File: src/rtl/pwrup_pkg.sv
package pwrup_pkg;

  typedef enum logic [2:0] {
    ST_IDLE,
    ST_GATE,
    ST_SEGS,
    ST_BYPASS,
    ST_HOLD,
    ST_UNCLAMP,
    ST_RELEASE
  } seq_state_t;

  // control vector bit positions
  localparam int CTL_RST   = 0;
  localparam int CTL_CLAMP = 1;
  localparam int CTL_UP    = 2;

  function automatic int unsigned dwell_cycles(int unsigned units, int unsigned unit_cyc);
    return units * unit_cyc;
  endfunction

  function automatic logic [2:0] mk_ctl(logic rst_b, logic clamp_b, logic up_b);
    logic [2:0] v;
    v = '0;
    v[CTL_RST]   = rst_b;
    v[CTL_CLAMP] = clamp_b;
    v[CTL_UP]    = up_b;
    return v;
  endfunction

endpackage

File: src/rtl/pwrup_settle_timer.sv
module pwrup_settle_timer #(
  parameter int CNT_W = 8
) (
  input  logic             clk,
  input  logic             rst,
  input  logic             load_i,
  input  logic [CNT_W-1:0] load_val_i,
  output logic             expire_o
);

  logic [CNT_W-1:0] count_q;

  always_ff @(posedge clk) begin
    if (rst)                    count_q <= '0;
    else if (load_i)            count_q <= load_val_i;
    else if (count_q != '0)     count_q <= count_q - CNT_W'(1);
  end

  // high in the last cycle of a dwell, so the step changes after exactly load_val cycles
  assign expire_o = (count_q == CNT_W'(1));

endmodule

File: src/rtl/pwrup_gate_word.sv
module pwrup_gate_word #(
  parameter int WORD_W    = 32,
  parameter int HS_EN_BIT = 0,
  parameter int CNT_LSB   = 1,
  parameter int CNT_FW    = 8,
  parameter int HS_COUNT  = 64,
  parameter int NSEG      = 6,
  parameter int PD_LSB    = 10,
  parameter int SEG_LSB   = 16,
  parameter int BYP_LSB   = 24
) (
  input  logic [1:0]        lvl_i,
  output logic [WORD_W-1:0] word_o
);

  function automatic logic [WORD_W-1:0] seg_mask(int lsb);
    logic [WORD_W-1:0] m;
    m = '0;
    for (int i = 0; i < NSEG; i++) m[lsb + i] = 1'b1;
    return m;
  endfunction

  always_comb begin
    word_o = '0;
    if (lvl_i != 2'd0) begin
      word_o[HS_EN_BIT]          = 1'b1;
      word_o[CNT_LSB +: CNT_FW]  = CNT_FW'(HS_COUNT);
      word_o                     = word_o | seg_mask(PD_LSB);
    end
    if (lvl_i >= 2'd2) word_o = word_o | seg_mask(SEG_LSB);
    if (lvl_i == 2'd3) word_o = word_o | seg_mask(BYP_LSB);
  end

endmodule

File: src/rtl/pwrup_step_fsm.sv
module pwrup_step_fsm
  import pwrup_pkg::*;
#(
  parameter int              IDX_W  = 2,
  parameter int              WORD_W = 32,
  parameter int              CNT_W  = 8,
  parameter int              N_HS   = 3,
  parameter int              N_L2   = 150,
  parameter int              N_RST  = 6,
  parameter logic [WORD_W-1:0] L2_VAL = 32'h0001_0003
) (
  input  logic              clk,
  input  logic              rst,
  input  logic              start_i,
  input  logic [IDX_W-1:0]  core_idx_i,
  input  logic              expire_i,
  input  logic [WORD_W-1:0] pg_word_nxt_i,
  output logic [1:0]        lvl_nxt_o,
  output logic              load_o,
  output logic [CNT_W-1:0]  load_val_o,
  output logic              accept_o,
  output logic              skip_o,
  output logic              busy_o,
  output logic              done_o,
  output logic              ok_o,
  output logic [WORD_W-1:0] pg_word_o,
  output logic [2:0]        core_ctl_o,
  output logic [WORD_W-1:0] l2_word_o,
  output logic              l2_wr_o
);

  seq_state_t        state_q, state_n;
  logic [1:0]        lvl_q;
  logic [2:0]        ctl_n;
  logic [WORD_W-1:0] l2w_n;
  logic              l2wr_n, busy_n, done_n, ok_n;

  assign accept_o = (state_q == ST_IDLE) && start_i;
  assign skip_o   = accept_o && (core_idx_i == '0);

  always_comb begin
    state_n    = state_q;
    lvl_nxt_o  = lvl_q;
    ctl_n      = core_ctl_o;
    l2w_n      = l2_word_o;
    l2wr_n     = 1'b0;
    busy_n     = busy_o;
    done_n     = 1'b0;
    ok_n       = 1'b0;
    load_o     = 1'b0;
    load_val_o = '0;
    case (state_q)
      ST_IDLE: begin
        if (skip_o) begin
          done_n = 1'b1;
          ok_n   = 1'b1;
        end else if (accept_o) begin
          state_n    = ST_GATE;
          lvl_nxt_o  = 2'd1;
          ctl_n      = mk_ctl(1'b1, 1'b1, 1'b0);
          busy_n     = 1'b1;
          load_o     = 1'b1;
          load_val_o = CNT_W'(N_HS);
        end
      end
      ST_GATE: if (expire_i) begin
        state_n    = ST_SEGS;
        lvl_nxt_o  = 2'd2;
        load_o     = 1'b1;
        load_val_o = CNT_W'(N_HS);
      end
      ST_SEGS: if (expire_i) begin
        state_n    = ST_BYPASS;
        lvl_nxt_o  = 2'd3;
        l2w_n      = L2_VAL;
        l2wr_n     = 1'b1;
        load_o     = 1'b1;
        load_val_o = CNT_W'(N_L2);
      end
      ST_BYPASS: if (expire_i) begin
        state_n    = ST_HOLD;
        ctl_n      = mk_ctl(1'b1, 1'b1, 1'b0);
        load_o     = 1'b1;
        load_val_o = CNT_W'(N_RST);
      end
      ST_HOLD: if (expire_i) begin
        state_n    = ST_UNCLAMP;
        ctl_n      = mk_ctl(1'b1, 1'b0, 1'b0);
        load_o     = 1'b1;
        load_val_o = CNT_W'(N_RST);
      end
      ST_UNCLAMP: if (expire_i) begin
        state_n = ST_RELEASE;
        ctl_n   = mk_ctl(1'b0, 1'b0, 1'b0);
      end
      ST_RELEASE: begin
        state_n = ST_IDLE;
        ctl_n   = mk_ctl(1'b0, 1'b0, 1'b1);
        busy_n  = 1'b0;
        done_n  = 1'b1;
        ok_n    = 1'b1;
      end
      default: state_n = ST_IDLE;
    endcase
  end

  always_ff @(posedge clk) begin
    if (rst) begin
      state_q    <= ST_IDLE;
      lvl_q      <= 2'd0;
      pg_word_o  <= '0;
      core_ctl_o <= mk_ctl(1'b1, 1'b1, 1'b0);
      l2_word_o  <= '0;
      l2_wr_o    <= 1'b0;
      busy_o     <= 1'b0;
      done_o     <= 1'b0;
      ok_o       <= 1'b0;
    end else begin
      state_q    <= state_n;
      lvl_q      <= lvl_nxt_o;
      pg_word_o  <= pg_word_nxt_i;
      core_ctl_o <= ctl_n;
      l2_word_o  <= l2w_n;
      l2_wr_o    <= l2wr_n;
      busy_o     <= busy_n;
      done_o     <= done_n;
      ok_o       <= ok_n;
    end
  end

endmodule

File: src/rtl/core_pwrup_seq.sv
module core_pwrup_seq #(
  parameter int              WORD_W    = 32,
  parameter int              IDX_W     = 2,
  parameter int              UNIT_CYC  = 3,
  parameter int              HS_UNITS  = 1,
  parameter int              L2_UNITS  = 50,
  parameter int              RST_UNITS = 2,
  parameter int              HS_EN_BIT = 0,
  parameter int              CNT_LSB   = 1,
  parameter int              CNT_FW    = 8,
  parameter int              HS_COUNT  = 64,
  parameter int              NSEG      = 6,
  parameter int              PD_LSB    = 10,
  parameter int              SEG_LSB   = 16,
  parameter int              BYP_LSB   = 24,
  parameter logic [WORD_W-1:0] L2_VAL  = 32'h0001_0003
) (
  input  logic              clk,
  input  logic              rst,
  input  logic              start_i,
  input  logic [IDX_W-1:0]  core_idx_i,
  output logic              busy_o,
  output logic              done_o,
  output logic              ok_o,
  output logic [WORD_W-1:0] pg_word_o,
  output logic [2:0]        core_ctl_o,
  output logic [WORD_W-1:0] l2_word_o,
  output logic              l2_wr_o
);

  localparam int N_HS  = pwrup_pkg::dwell_cycles(HS_UNITS, UNIT_CYC);
  localparam int N_L2  = pwrup_pkg::dwell_cycles(L2_UNITS, UNIT_CYC);
  localparam int N_RST = pwrup_pkg::dwell_cycles(RST_UNITS, UNIT_CYC);
  localparam int N_MAX = (N_L2 > N_HS) ? ((N_L2 > N_RST) ? N_L2 : N_RST)
                                       : ((N_HS > N_RST) ? N_HS : N_RST);
  localparam int CNT_W = $clog2(N_MAX + 1);

  // named internal events, visible to the bound checker
  logic              accept_w;
  logic              skip_w;
  logic              expire_w;
  logic              load_w;
  logic [CNT_W-1:0]  load_val_w;
  logic [1:0]        lvl_nxt_w;
  logic [WORD_W-1:0] pg_word_nxt_w;

  pwrup_settle_timer #(.CNT_W(CNT_W)) u_timer (
    .clk        (clk),
    .rst        (rst),
    .load_i     (load_w),
    .load_val_i (load_val_w),
    .expire_o   (expire_w)
  );

  pwrup_gate_word #(
    .WORD_W   (WORD_W),
    .HS_EN_BIT(HS_EN_BIT),
    .CNT_LSB  (CNT_LSB),
    .CNT_FW   (CNT_FW),
    .HS_COUNT (HS_COUNT),
    .NSEG     (NSEG),
    .PD_LSB   (PD_LSB),
    .SEG_LSB  (SEG_LSB),
    .BYP_LSB  (BYP_LSB)
  ) u_word (
    .lvl_i  (lvl_nxt_w),
    .word_o (pg_word_nxt_w)
  );

  pwrup_step_fsm #(
    .IDX_W (IDX_W),
    .WORD_W(WORD_W),
    .CNT_W (CNT_W),
    .N_HS  (N_HS),
    .N_L2  (N_L2),
    .N_RST (N_RST),
    .L2_VAL(L2_VAL)
  ) u_fsm (
    .clk          (clk),
    .rst          (rst),
    .start_i      (start_i),
    .core_idx_i   (core_idx_i),
    .expire_i     (expire_w),
    .pg_word_nxt_i(pg_word_nxt_w),
    .lvl_nxt_o    (lvl_nxt_w),
    .load_o       (load_w),
    .load_val_o   (load_val_w),
    .accept_o     (accept_w),
    .skip_o       (skip_w),
    .busy_o       (busy_o),
    .done_o       (done_o),
    .ok_o         (ok_o),
    .pg_word_o    (pg_word_o),
    .core_ctl_o   (core_ctl_o),
    .l2_word_o    (l2_word_o),
    .l2_wr_o      (l2_wr_o)
  );

endmodule

File: config.mk
export PLATFORM = sky130hd
export DESIGN_NAME = core_pwrup_seq
export DESIGN_NICKNAME = d
export VERILOG_FILES = /design/src/rtl/pwrup_pkg.sv /design/src/rtl/pwrup_settle_timer.sv /design/src/rtl/pwrup_gate_word.sv /design/src/rtl/pwrup_step_fsm.sv /design/src/rtl/core_pwrup_seq.sv
export SDC_FILE = /design/constraint.sdc
export NUM_CORES = 1
export LEC_CHECK = 0
export BUFFER_PORTS_ARGS = -buffer_cell sky130_fd_sc_hd__buf_2
export CORE_ASPECT_RATIO = 0.7
export CORE_UTILIZATION = 51
export DETAILED_ROUTE_END_ITERATION = 12
export PLACE_DENSITY = 0.84
export SETUP_SLACK_MARGIN = 0.05
export SLEW_MARGIN = 25
export SYNTH_ARGS = -nofsm -noshare
export SYNTH_HDL_FRONTEND = slang
export SYNTH_SLANG_ARGS = --single-unit
File: constraint.sdc
create_clock -name clk -period 4.6 [get_ports clk]
set_input_delay 0.92 -clock clk [delete_from_list [all_inputs] [get_ports clk]]
set_output_delay 0.92 -clock clk [all_outputs]
set_load 0.1 [all_outputs]
# Word-level counts from Yosys, hierarchy flattened
# Cells that the tools add are included.
[word_totals]
reg_bits = 52
inputBits = 5
word_cells = 81
[op_classes]
add_sub_neg = 1
order_cmp = 1
eq_ne = 15
muxes = 38
bitwise = 1
n_reduce_logical = 16
[op_table]
columns = ["cell", "count"]
rows = [
  ["$mux 3", 12],
  ["$mux 8", 4],
  ["$pmux 8 s4", 1],
  ["$mux 30", 1],
  ["$mux 22", 1],
  ["$pmux 3 s6", 1],
  ["$mux 16", 1],
  ["$pmux 3 s5", 1],
  ["$mux 2", 6],
  ["$ne 2x2->1 const B", 6],
  ["$eq 3x3->1 const B", 3],
  ["$eq 8x1->1 const B", 1],
  ["$reduce_bool 8->1", 1],
  ["$sub 8x1->8 const B", 1],
  ["$reduce_and 7->1", 1],
  ["$eq 3x2->1 const B", 2],
  ["$mux 1", 6],
  ["$pmux 1 s2", 3],
  ["$pmux 2 s3", 1],
  ["$reduce_and 6->1", 1],
  ["$reduce_bool 2->1", 3],
  ["$reduce_bool 5->1", 1],
  ["$reduce_or 2->1", 2],
  ["$reduce_or 4->1", 1],
  ["10 further kinds", 11],
]

# Longest topological paths before layout
# Gate-level depths: netlist of run 1.
[depth]
word_depth = 9
ltp_mapped = 6
mapped_depth_nobuf = 6

# Cells and area by module
# A second synthesis of run 1 with hierarchy kept.
[hier_totals]
cells_unflattened = 271
area_unflattened_um2 = 2567.5
[by_module_without_submodules]
columns = ["mod", "instances", "cells_each", "area_per_inst_um2"]
rows = [
  ["pwrup_step_fsm", 1, 185, 1820.5],
  ["pwrup_settle_timer", 1, 53, 508.0],
  ["pwrup_gate_word", 1, 33, 239.0],
]

# Worst setup path after synthesis of run 1
# No wires, ideal clock.
[synth_timing]
path_kind = "reg-to-output"
from = "register, netlist name u_fsm.pg_word_o[15]"
to = "output port pg_word_o[10]"
t_arrival_ns = 1.464
required_ns = 3.680
slack_ns = 2.216
stages_incl_launch_ff = 2
path_buffers = 1
cell_sequence = "dfxtp_1 > buf_4"
[synth_rtl]
columns = ["item", "line", "source"]
rows = [
  ["end, declared", "core_pwrup_seq.sv:25", "output logic [WORD_W-1:0] pg_word_o,"],
]

# Worst setup path after layout of run 1
[layout_timing]
from = "input port core_idx_i[1]"
to = "register u_fsm.core_ctl_o[1]"
[layout_via]
elab_chain_len = 4
[layout_rtl]
columns = ["item", "line", "source"]
rows = [
  ["start, declared", "core_pwrup_seq.sv:21", "input logic [IDX_W-1:0] core_idx_i,"],
  ["$logic_not 2->1", "pwrup_step_fsm.sv:39", "assign skip_o = accept_o && (core_idx_i == '0);"],
  ["$logic_and 1x1->1", "pwrup_step_fsm.sv:39", ""],
  ["$ne 2x2->1 (no line)", "-", ""],
  ["$reduce_and 6->1 (no line)", "-", ""],
  ["end signal, assigned", "pwrup_step_fsm.sv:112", "core_ctl_o <= mk_ctl(1'b1, 1'b1, 1'b0);"],
  ["end signal, assigned", "pwrup_step_fsm.sv:122", "core_ctl_o <= ctl_n;"],
  ["end, declared", "pwrup_step_fsm.sv:27", "output logic [2:0] core_ctl_o,"],
]
# No other way between the ends.
# A chain may end at the register's enable or synchronous reset.

==> flow_summary.json, run 1 <==
{
  "outcome": "complete, but fails checks",
  "violations": "DRC",
  "critPathLaunchType": "primary input",
  "finalHoldViolCount": 0,
  "initial_utilization_pct": 53.8,
  "slowest_stage": "or2_1",
  "ctsResizeCount": 0,
  "vias_per_cell": 5.17,
  "worstPathCellList": "buf_2 -> o21ai_1 -> or2_1 -> o311ai_1 -> a211o_1",
  "grt_pass1_wl_um": 4490,
  "ys_ff_latch": 23,
  "hold_path_class": "flop to flop",
  "vdd_drop_max_v": 0.000324,
  "setup_viol": 0,
  "vias": 1226,
  "nets": 208,
  "die_h_um": 50.2,
  "cts_setup_buffers": 0,
  "dieArea_um2": 3560,
  "end_kind": "flop",
  "first_pass_iters": 8,
  "slew_headroom_pct": 53.2,
  "synth-edff-count": 0,
  "synthCells": 191,
  "clockRootBuffer": "clkbuf_8",
  "cts_hold_buf": 0,
  "period_minus_slack_ps": 2080,
  "grt_usage_pct": 16.2,
  "coreArea_um2": 3150,
  "fin_tns_setup_ps": 0,
  "arrival_ps": 2240,
  "finalCritPeriodShare_pct": 45.2,
  "insertion_delay_ps": 270,
  "critPathTopFamily": "compound AO/OA/AOI/OAI gates",
  "cts.clk_slew.worst_paths_ps": 80,
  "synth_async_sr_flop_share_pct": 0,
  "die_x_um": 70.9,
  "p_leak_nw": 0.765,
  "drc_errors": 16,
  "final_common_cell": "conb_1",
  "grt_pass1_vias": 892,
  "worst_slack_ps": 2520,
  "worstMarginPinSlew_ps": 696,
  "finClkSkew_ps": 3.68,
  "cts_sinks": 23,
  "synth-main-ff-cell": "dfxtp_1",
  "crit_fanout": 11,
  "diodes": 0,
  "pin_count": 76,
  "grt_overflow": 0,
  "cap_violations": 0,
  "cts_made_buffers": 3,
  "clk_path_buf_depth": 2,
  "post-place-ws_ps": 2260,
  "critPathMaxStageDelay_ps": 420,
  "first_iter_violations": 118,
  "std_cell_rows": 17,
  "critPathKind": "primary input to flop",
  "cp.required_ps": 4760,
  "synthToLayoutAreaGrowth_pct": -4.88,
  "power_w": 0.00126,
  "gp_congestion": 0.950,
  "hpwl_um": 2060,
  "maxSlewViolCount": 0,
  "grt_start_max_net_pins": 19,
  "cts_max_level": 1,
  "power-per-cell-area_nw_per_um2": 785,
  "antenna_found_initial": 0,
  "wl_per_cell_um": 11.8,
  "tritoncts": "yes",
  "drive_gt1_share_pct": 24.6,
  "avgSynthCellArea_um2": 8.86,
  "layout_common_cells": "41 x conb_1, 34 x buf_2, 23 x dfxtp_1, 8 x nor2_1",
  "synth_cell_types": 55,
  "synth_area_um2": 1690,
  "yosys_warnings": 0,
  "ys_seq_area_share_pct": 27.2,
  "worstPathBufferInverterCount": 1,
  "numPortBuffers": 34,
  "routed_wl_um": 2790,
  "rsz0062_at_grt": "false",
  "fmax_ghz": 0.481,
  "ant_nets": 0
}
## cells in the mapped netlist (all sizes together) (2+ instances only)
| cell type | number | area (um2) |
|---|---|---|
| a2111oi | 2 | 30.0 |
| a211oi | 2 | 15.0 |
| a21oi | 6 | 30.0 |
| a221oi | 2 | 30.0 |
| a22oi | 2 | 15.0 |
| a31oi | 4 | 25.0 |
| a41o | 2 | 20.0 |
| and2 | 2 | 15.0 |
| and3 | 2 | 12.5 |
| buf | 66 | 490 |
| clkbuf | 4 | 15.0 |
| dfxtp | 23 | 460 |
| ha | 3 | 37.5 |
| inv | 4 | 15.0 |
| mux2i | 2 | 20.0 |
| nand2 | 5 | 26.3 |
| nand2b | 4 | 25.0 |
| nand3 | 6 | 30.0 |
| nand3b | 4 | 30.0 |
| nand4 | 2 | 27.5 |
| nor2 | 8 | 30.0 |
| nor3 | 4 | 20.0 |
| nor3b | 2 | 26.3 |
| nor4 | 2 | 18.8 |
| o2111a | 2 | 22.5 |
| o211ai | 2 | 15.0 |
| o21ai | 4 | 20.0 |
| or3 | 2 | 17.5 |
| xor2 | 2 | 17.5 |
## path summary, 6_finish.rpt
| check | startpoint | end | slack (ps) | cells after the start |
|---|---|---|---|---|
| worst max-delay path | core_idx_i[1] | u_fsm.core_ctl_o[1] | 2520 | 5 |
| worst min-delay path | u_fsm.l2_word_o[0] | u_fsm.l2_word_o[0] | 470 | 2 |
| worst max register to register | u_timer.count_q[2] | u_timer.count_q[1] | 2580 | 4 |
| worst min register to register | u_fsm.l2_word_o[0] | u_fsm.l2_word_o[0] | 470 | 2 |
## state kept, by name, indices dropped and copies added, names as in the netlist
name and count:
u_fsm.busy_o 1, u_fsm.core_ctl_o 3, u_fsm.done_o 1, u_fsm.l2_word_o 1, u_fsm.l2_wr_o 1, u_fsm.lvl_q 2
u_fsm.pg_word_o 3, u_fsm.state_q 3, u_timer.count_q 8
## metal layers
layer  share of wire [%]  global-route usage (%)
met1                  47                    25.2
met2                  41                    21.8
met3                  11                    4.42
met4                 1.3                    4.00
met5                   0                       0
## area by class of cell
type / count / area [um2]
sequential: 23 / 460
multi-input combinational: 134 / 871
timing repair buffer: 34 / 170
clock buffer: 3 / 41.3
fill: 308 / 1540
clock inverter: 1 / 5.00
tap: 38 / 47.5
inverter: 4 / 15.0
## where the power goes
group	switching (W)	leakage [nW]	internal [W]
logic	0.000620	0.551	0.000195
registers	0.0000746	0.188	0.000248
clock network	0.0000653	0.0255	0.0000606
total	0.000760	0.765	0.000503
## through the flow
step,hold slack [ps],utilization [%],area (um2),cells
floorplan,464,-,1840,231
global route,493,51.2,1610,237
CTS,472,50.9,1600,237
finish,469,51.2,1610,237
detailed placement,462,49.4,1560,233
global placement,456,49.4,1560,233
## worst register-to-register path: stages (launching register included)
cell and delay (ps):
dfxtp_1 380, nor4_4 680, and3_1 510, nand3_1 170, a31oi_1 200
## cell families (layout without fill, tap and decap cells)
logic type / Yosys count / after routing / synth area share [%]
buf+inv: 74 / 42 / 30.7
simple gates: 48 / 48 / 18.7
compound gates: 36 / 36 / 17.5
flops: 23 / 23 / 27.2
fa+ha+maj: 3 / 3 / 2.22
xor+xnor: 3 / 3 / 1.55
mux: 3 / 3 / 1.85
other cells: 1 / 41 / 0.222
No activity file was read; power rests on OpenSTA's default activity.
==> inputs of run 2 (changes only) <==
- CORE_UTILIZATION: 51 -> 43
- PLACE_DENSITY: 0.84 -> 0.75
- clock period: 4.6 -> 1.67 ns (I/O delays scaled with it)
==> flow_summary.json, run 2 (same netlist as run 1, synthesis figures left out) <==
{
  "cp.required_ps": 1850,
  "multi_input_area_um2": 1000,
  "clk_path_buf_depth": 2,
  "slowest_stage": "or3_4",
  "swShare_pct": 54.5,
  "diodes": 0,
  "insertion_delay_ps": 260,
  "fmax_ghz": 0.606,
  "layout_common_cells": "41 x conb_1, 35 x buf_2, 26 x buf_4, 12 x dfxtp_1, 11 x dfxtp_2",
  "grt_overflow": 0,
  "cts_max_level": 1,
  "r2r-start": "u_timer.count_q[1]",
  "maxSlewViolCount": 0,
  "grt_pass1_wl_um": 5090,
  "power-per-cell-area_nw_per_um2": 2180,
  "setup_viol": 0,
  "critPathKind": "flop to flop",
  "switching_power_w": 0.00240,
  "largest_register_ffs": 8,
  "pin_count": 76,
  "regMostFlops": "u_timer.count_q",
  "ant_nets": 0,
  "regArea_um2": 474,
  "vdd_drop_max_v": 0.00109,
  "tritoncts": "yes",
  "hold_path_class": "primary input to flop",
  "first_pass_iters": 4,
  "clockRootBuffer": "clkbuf_8",
  "vias": 1343,
  "power_frac_seq_pct": 19.4,
  "cts_sinks": 23,
  "crit_fanout": 8,
  "antenna_found_initial": 0,
  "end_kind": "flop",
  "critPathLaunchType": "flop",
  "gp_congestion": 0.910,
  "outcome": "complete, no violations",
  "hpwl_um": 2410,
  "routed_wl_um": 3510,
  "period_minus_slack_ps": 1650,
  "placed_cells": 267,
  "wl_per_cell_um": 12.6,
  "worst_slack_ps": 20.6,
  "synthToLayoutAreaGrowth_pct": 19.0,
  "grt_pass1_vias": 1015,
  "finalCritPeriodShare_pct": 98.8,
  "rsz0062_at_grt": "true",
  "cts_made_buffers": 3,
  "clock_power_share_pct": 7.9,
  "instances_no_fill": 279,
  "final_common_cell": "conb_1",
  "worstHoldStart": "start_i",
  "nets": 238,
  "p_leak_nw": 0.942,
  "first_iter_violations": 56,
  "initial_utilization_pct": 46.4,
  "drc_errors": 0,
  "arrival_ps": 1830,
  "nFillCells": 326,
  "critPathMaxStageDelay_ps": 370,
  "dieArea_um2": 4200,
  "grt_start_max_net_pins": 18,
  "p_comb_share_pct": 72.7,
  "vias_per_cell": 4.81,
  "worstPathCellList": "inv_2 -> ha_4 -> nor3b_4 -> buf_12 -> nand2_4 -> or3_4 -> a221oi_2",
  "cp-startpoint": "u_timer.count_q[1]",
  "cap_violations": 0,
  "finClkSkew_ps": 2.32,
  "die_x_um": 77.0,
  "numPortBuffers": 34,
  "intPower_w": 0.00200,
  "coreArea_um2": 3650,
  "drive_gt1_share_pct": 46.3,
  "power_w": 0.00440,
  "die_h_um": 54.5,
  "cts.clk_slew.worst_paths_ps": 80,
  "post-place-ws_ps": -52.9,
  "std_cell_rows": 18,
  "grt_usage_pct": 16.1,
  "finalHoldViolCount": 0
}
run 2: cell types whose count changed in the layout (fill, tap and decap cells not counted), sizes merged:
cell and change:
buf +30
run 2: path summary, 6_finish.rpt:
kind,to,slack (ps),cells after the start
worst max-delay path,u_timer.count_q[4],20,7
worst min-delay path,u_fsm.done_o,370,3
worst max register to register,u_timer.count_q[4],20,7
worst min register to register,u_fsm.l2_word_o[0],460,2
run 2: metrics by stage:
stage	TNS, ps	utilization [%]	hold WS (ps)	instance area (um2)
floorplan	0	-	464	1860
finish	0	55.2	372	2010
CTS	0	52.4	367	1910
global placement	0	48.1	445	1760
global route	-63.8	55.2	406	2010
detailed placement	-59.2	48.1	452	1760
run 2: final cells by class:
cell class,count,share of cell area [%]
inverter,4,0.745
clock inverter,1,0.248
sequential,23,23.5
clock buffer,3,2.05
timing repair buffer,64,20.5
multi-input combinational,134,49.8
tap,50,3.11
run 2: power by group through the flow:
stage,Sequential (W),Combinational [W],Clock [W]
after detailed placement,0.000826,0.00258,0
after global placement,0.000822,0.00254,0
after CTS,0.000822,0.00285,0.000354
final,0.000853,0.00320,0.000348
after floorplan,0.000980,0.00209,0
after global routing,0.000872,0.00336,0.000383
run 2: worst max-delay path: cells and delay by family, from the launching register on:
kind | cells | cell delay (ps)
and+or+nand+nor | 3 | 660
DFF | 1 | 330
AOI/OAI and AO/OA | 1 | 250
buffers and inverters | 2 | 210
adders and majority gates | 1 | 120
run 2: per-layer routing:
metal  global-route usage, %  share of wire, %
met4                    3.77              0.54
met1                    23.8                48
met3                    4.00               7.8
met2                    23.1                44
met5                       0                 0
run 2: repair_timing:
| action | 4_1_cts | 5_1_grt |
|---|---|---|
| gates resized for setup | 8 | 21 |
| cloned | 0 | 1 |
| buffers inserted | 8 | 1 |
| hold buffers | 0 | 0 |
| setup endpoints to repair | 6 | 15 |
| pin swaps | 2 | 12 |
==> inputs of run 3 (changes only) <==
- ABC_AREA: not set -> 1
==> flow_summary.json, run 3 <==
{
  "outcome": "complete, no violations",
  "nets": 256,
  "critPathMaxStageDelay_ps": 340,
  "grt_overflow": 0,
  "synth_cell_types": 29,
  "critPathKind": "flop to flop",
  "antenna_found_initial": 0,
  "arrival_ps": 1650,
  "tritoncts": "yes",
  "cap_violations": 0,
  "setup_viol": 0,
  "finalCritPeriodShare_pct": 86.7,
  "diodes": 0,
  "fin_tns_setup_ps": 0,
  "die_x_um": 77.1,
  "synth_compound_area_share_pct": 6.49,
  "grt_usage_pct": 13.8,
  "synthTopCellsByCount": "62 x buf_4, 34 x nor2_1, 30 x nand2_1",
  "cts.clk_slew.worst_paths_ps": 80,
  "grt_pass1_wl_um": 4390,
  "clockRootBuffer": "clkbuf_8",
  "synth_area_um2": 1700,
  "synth-main-ff-cell": "dfxtp_1",
  "maxSlewViolCount": 0,
  "worstPathCellList": "inv_1 -> ha_1 -> nand2_4 -> nor2_8 -> nand2_2 -> nand3b_1 -> nand3_2 -> o21ai_1",
  "slowest_stage": "dfxtp_1",
  "dieArea_um2": 4200,
  "hold_slack_ps": 337,
  "synth_top_family_by_area": "buffers and inverters",
  "synth_top_area_cell": "buf_4",
  "synth-edff-count": 0,
  "avgSynthCellArea_um2": 7.28,
  "first_pass_iters": 4,
  "gp_congestion": 0.923,
  "clk_path_buf_depth": 2,
  "cts_hold_buf": 0,
  "synthSimpleGateAreaFrac_pct": 29.9,
  "ys_seq_area_share_pct": 27.1,
  "yosysMostFrequentCell": "buf_4",
  "layout_common_cells": "41 x conb_1, 34 x nor2_1, 34 x buf_2, 30 x nand2_1, 17 x dfxtp_1",
  "cp.required_ps": 1870,
  "synthAdderAreaFrac_pct": 2.21,
  "ant_nets": 0,
  "regMostFlops": "u_timer.count_q",
  "cts_sinks": 23,
  "yosys_warnings": 0,
  "wl_per_cell_um": 9.45,
  "synth.area.top_cells": "buf_4 27%, dfxtp_1 27%, nor2_1 7.5%, nand2_1 6.6%, nand3_1 3.5%",
  "largest_register_ffs": 8,
  "finClkSkew_ps": 2.61,
  "hpwl_um": 2230,
  "grt_pass1_vias": 939,
  "routed_wl_um": 2810,
  "netlist.area_leader.share_pct": 27.4,
  "drive_gt1_share_pct": 26.7,
  "cts_made_buffers": 3,
  "synth_async_sr_flop_share_pct": 0,
  "synthToLayoutAreaGrowth_pct": -2.21,
  "ys_ff_latch": 23,
  "crit_fanout": 8,
  "vias": 1269,
  "insertion_delay_ps": 270,
  "muxShareOfSynthArea_pct": 0,
  "cts_max_level": 1,
  "coreArea_um2": 3650,
  "synth-xor-area-share_pct": 2.06,
  "hold_path_class": "primary input to flop",
  "numPortBuffers": 34,
  "initial_utilization_pct": 46.5,
  "grt_start_max_net_pins": 14,
  "rsz0062_at_grt": "false",
  "std_cell_rows": 18,
  "period_minus_slack_ps": 1450,
  "synthCells": 233,
  "pin_count": 76,
  "drc_errors": 0,
  "vias_per_cell": 4.27,
  "finalHoldViolCount": 0,
  "final_common_cell": "conb_1",
  "fmax_ghz": 0.691,
  "first_iter_violations": 85,
  "die_h_um": 54.6,
  "end_kind": "flop",
  "critPathLaunchType": "flop"
}
[run 3: cell types whose count changed after synthesis, sizes merged, moves of 3 or more]
cell    delta
nand2b     -4
clkbuf     -3
nor2      +33
a31oi      -4
inv       +13
a21oi      +4
nand3      +8
buf        -3
nand2     +31
o21ai      +5
[run 3: worst paths after layout]
| check | end | slack (ps) | depth (start not counted) | from |
|---|---|---|---|---|
| worst max-delay path | u_fsm.pg_word_o[15] | 220 | 8 | u_timer.count_q[1] |
| worst min-delay path | u_fsm.done_o | 340 | 3 | start_i |
| worst max register to register | u_fsm.pg_word_o[15] | 220 | 8 | u_timer.count_q[1] |
| worst min register to register | u_fsm.core_ctl_o[1] | 460 | 2 | u_fsm.core_ctl_o[1] |
[run 3: cell families (layout without fill, tap and decap cells)]
| family | Yosys count | count (layout) |
|---|---|---|
| simple gates | 100 | 100 |
| fa+ha+maj | 3 | 3 |
| buf+inv | 82 | 56 |
| other cells | 1 | 41 |
| flops | 23 | 23 |
| compound gates | 20 | 20 |
| xor+xnor | 4 | 4 |
[run 3: worst max-delay path: cells and delay by family, from the launching register on]
| family | cells | cell delay (ps) |
|---|---|---|
| AOI/OAI and AO/OA | 1 | 100 |
| adders and majority gates | 1 | 200 |
| and+or+nand+nor | 5 | 650 |
| buffers and inverters | 1 | 100 |
| DFF | 1 | 340 |
[run 3: per-layer routing]
| metal | vias to the layer above | wire, um | track usage, % |
|---|---|---|---|
| li1 | 658 | - | - |
| met1 | 560 | 1440 | 19.5 |
| met2 | 47 | 1130 | 20.1 |
| met3 | 4 | 216 | 4.33 |
| met4 | 0 | 21 | 3.77 |
| met5 | - | 0 | 0 |
[run 3: area by class of cell]
| class | count | area, um2 |
|---|---|---|
| Clock inverter | 1 | 5.00 |
| Fill cell | 402 | 1990 |
| Inverter | 18 | 67.6 |
| Timing Repair Buffer | 34 | 170 |
| Sequential cell | 23 | 468 |
| Tap cell | 50 | 62.6 |
| Clock buffer | 3 | 41.3 |
| Multi-Input combinational cell | 168 | 845 |
[run 3: metrics by stage]
step	std cells	utilization (%)	instance area, um2	setup WS, ps
finish	297	45.5	1660	223
global route	297	45.5	1660	87.1
CTS	297	45.4	1660	225
detailed placement	293	44.2	1610	250
global placement	293	44.2	1610	263
floorplan	273	-	1850	251
[run 3: timing repair]
| action | 4_1_cts | 5_1_grt |
|---|---|---|
| setup endpoints to repair | 0 | 1 |
| buffers inserted | 0 | 0 |
| resized for setup | 0 | 1 |
Power of run 3 is left out: the tool's default activity adds up to more than one toggle a clock period on the data nets, which glitch-free logic cannot reach.
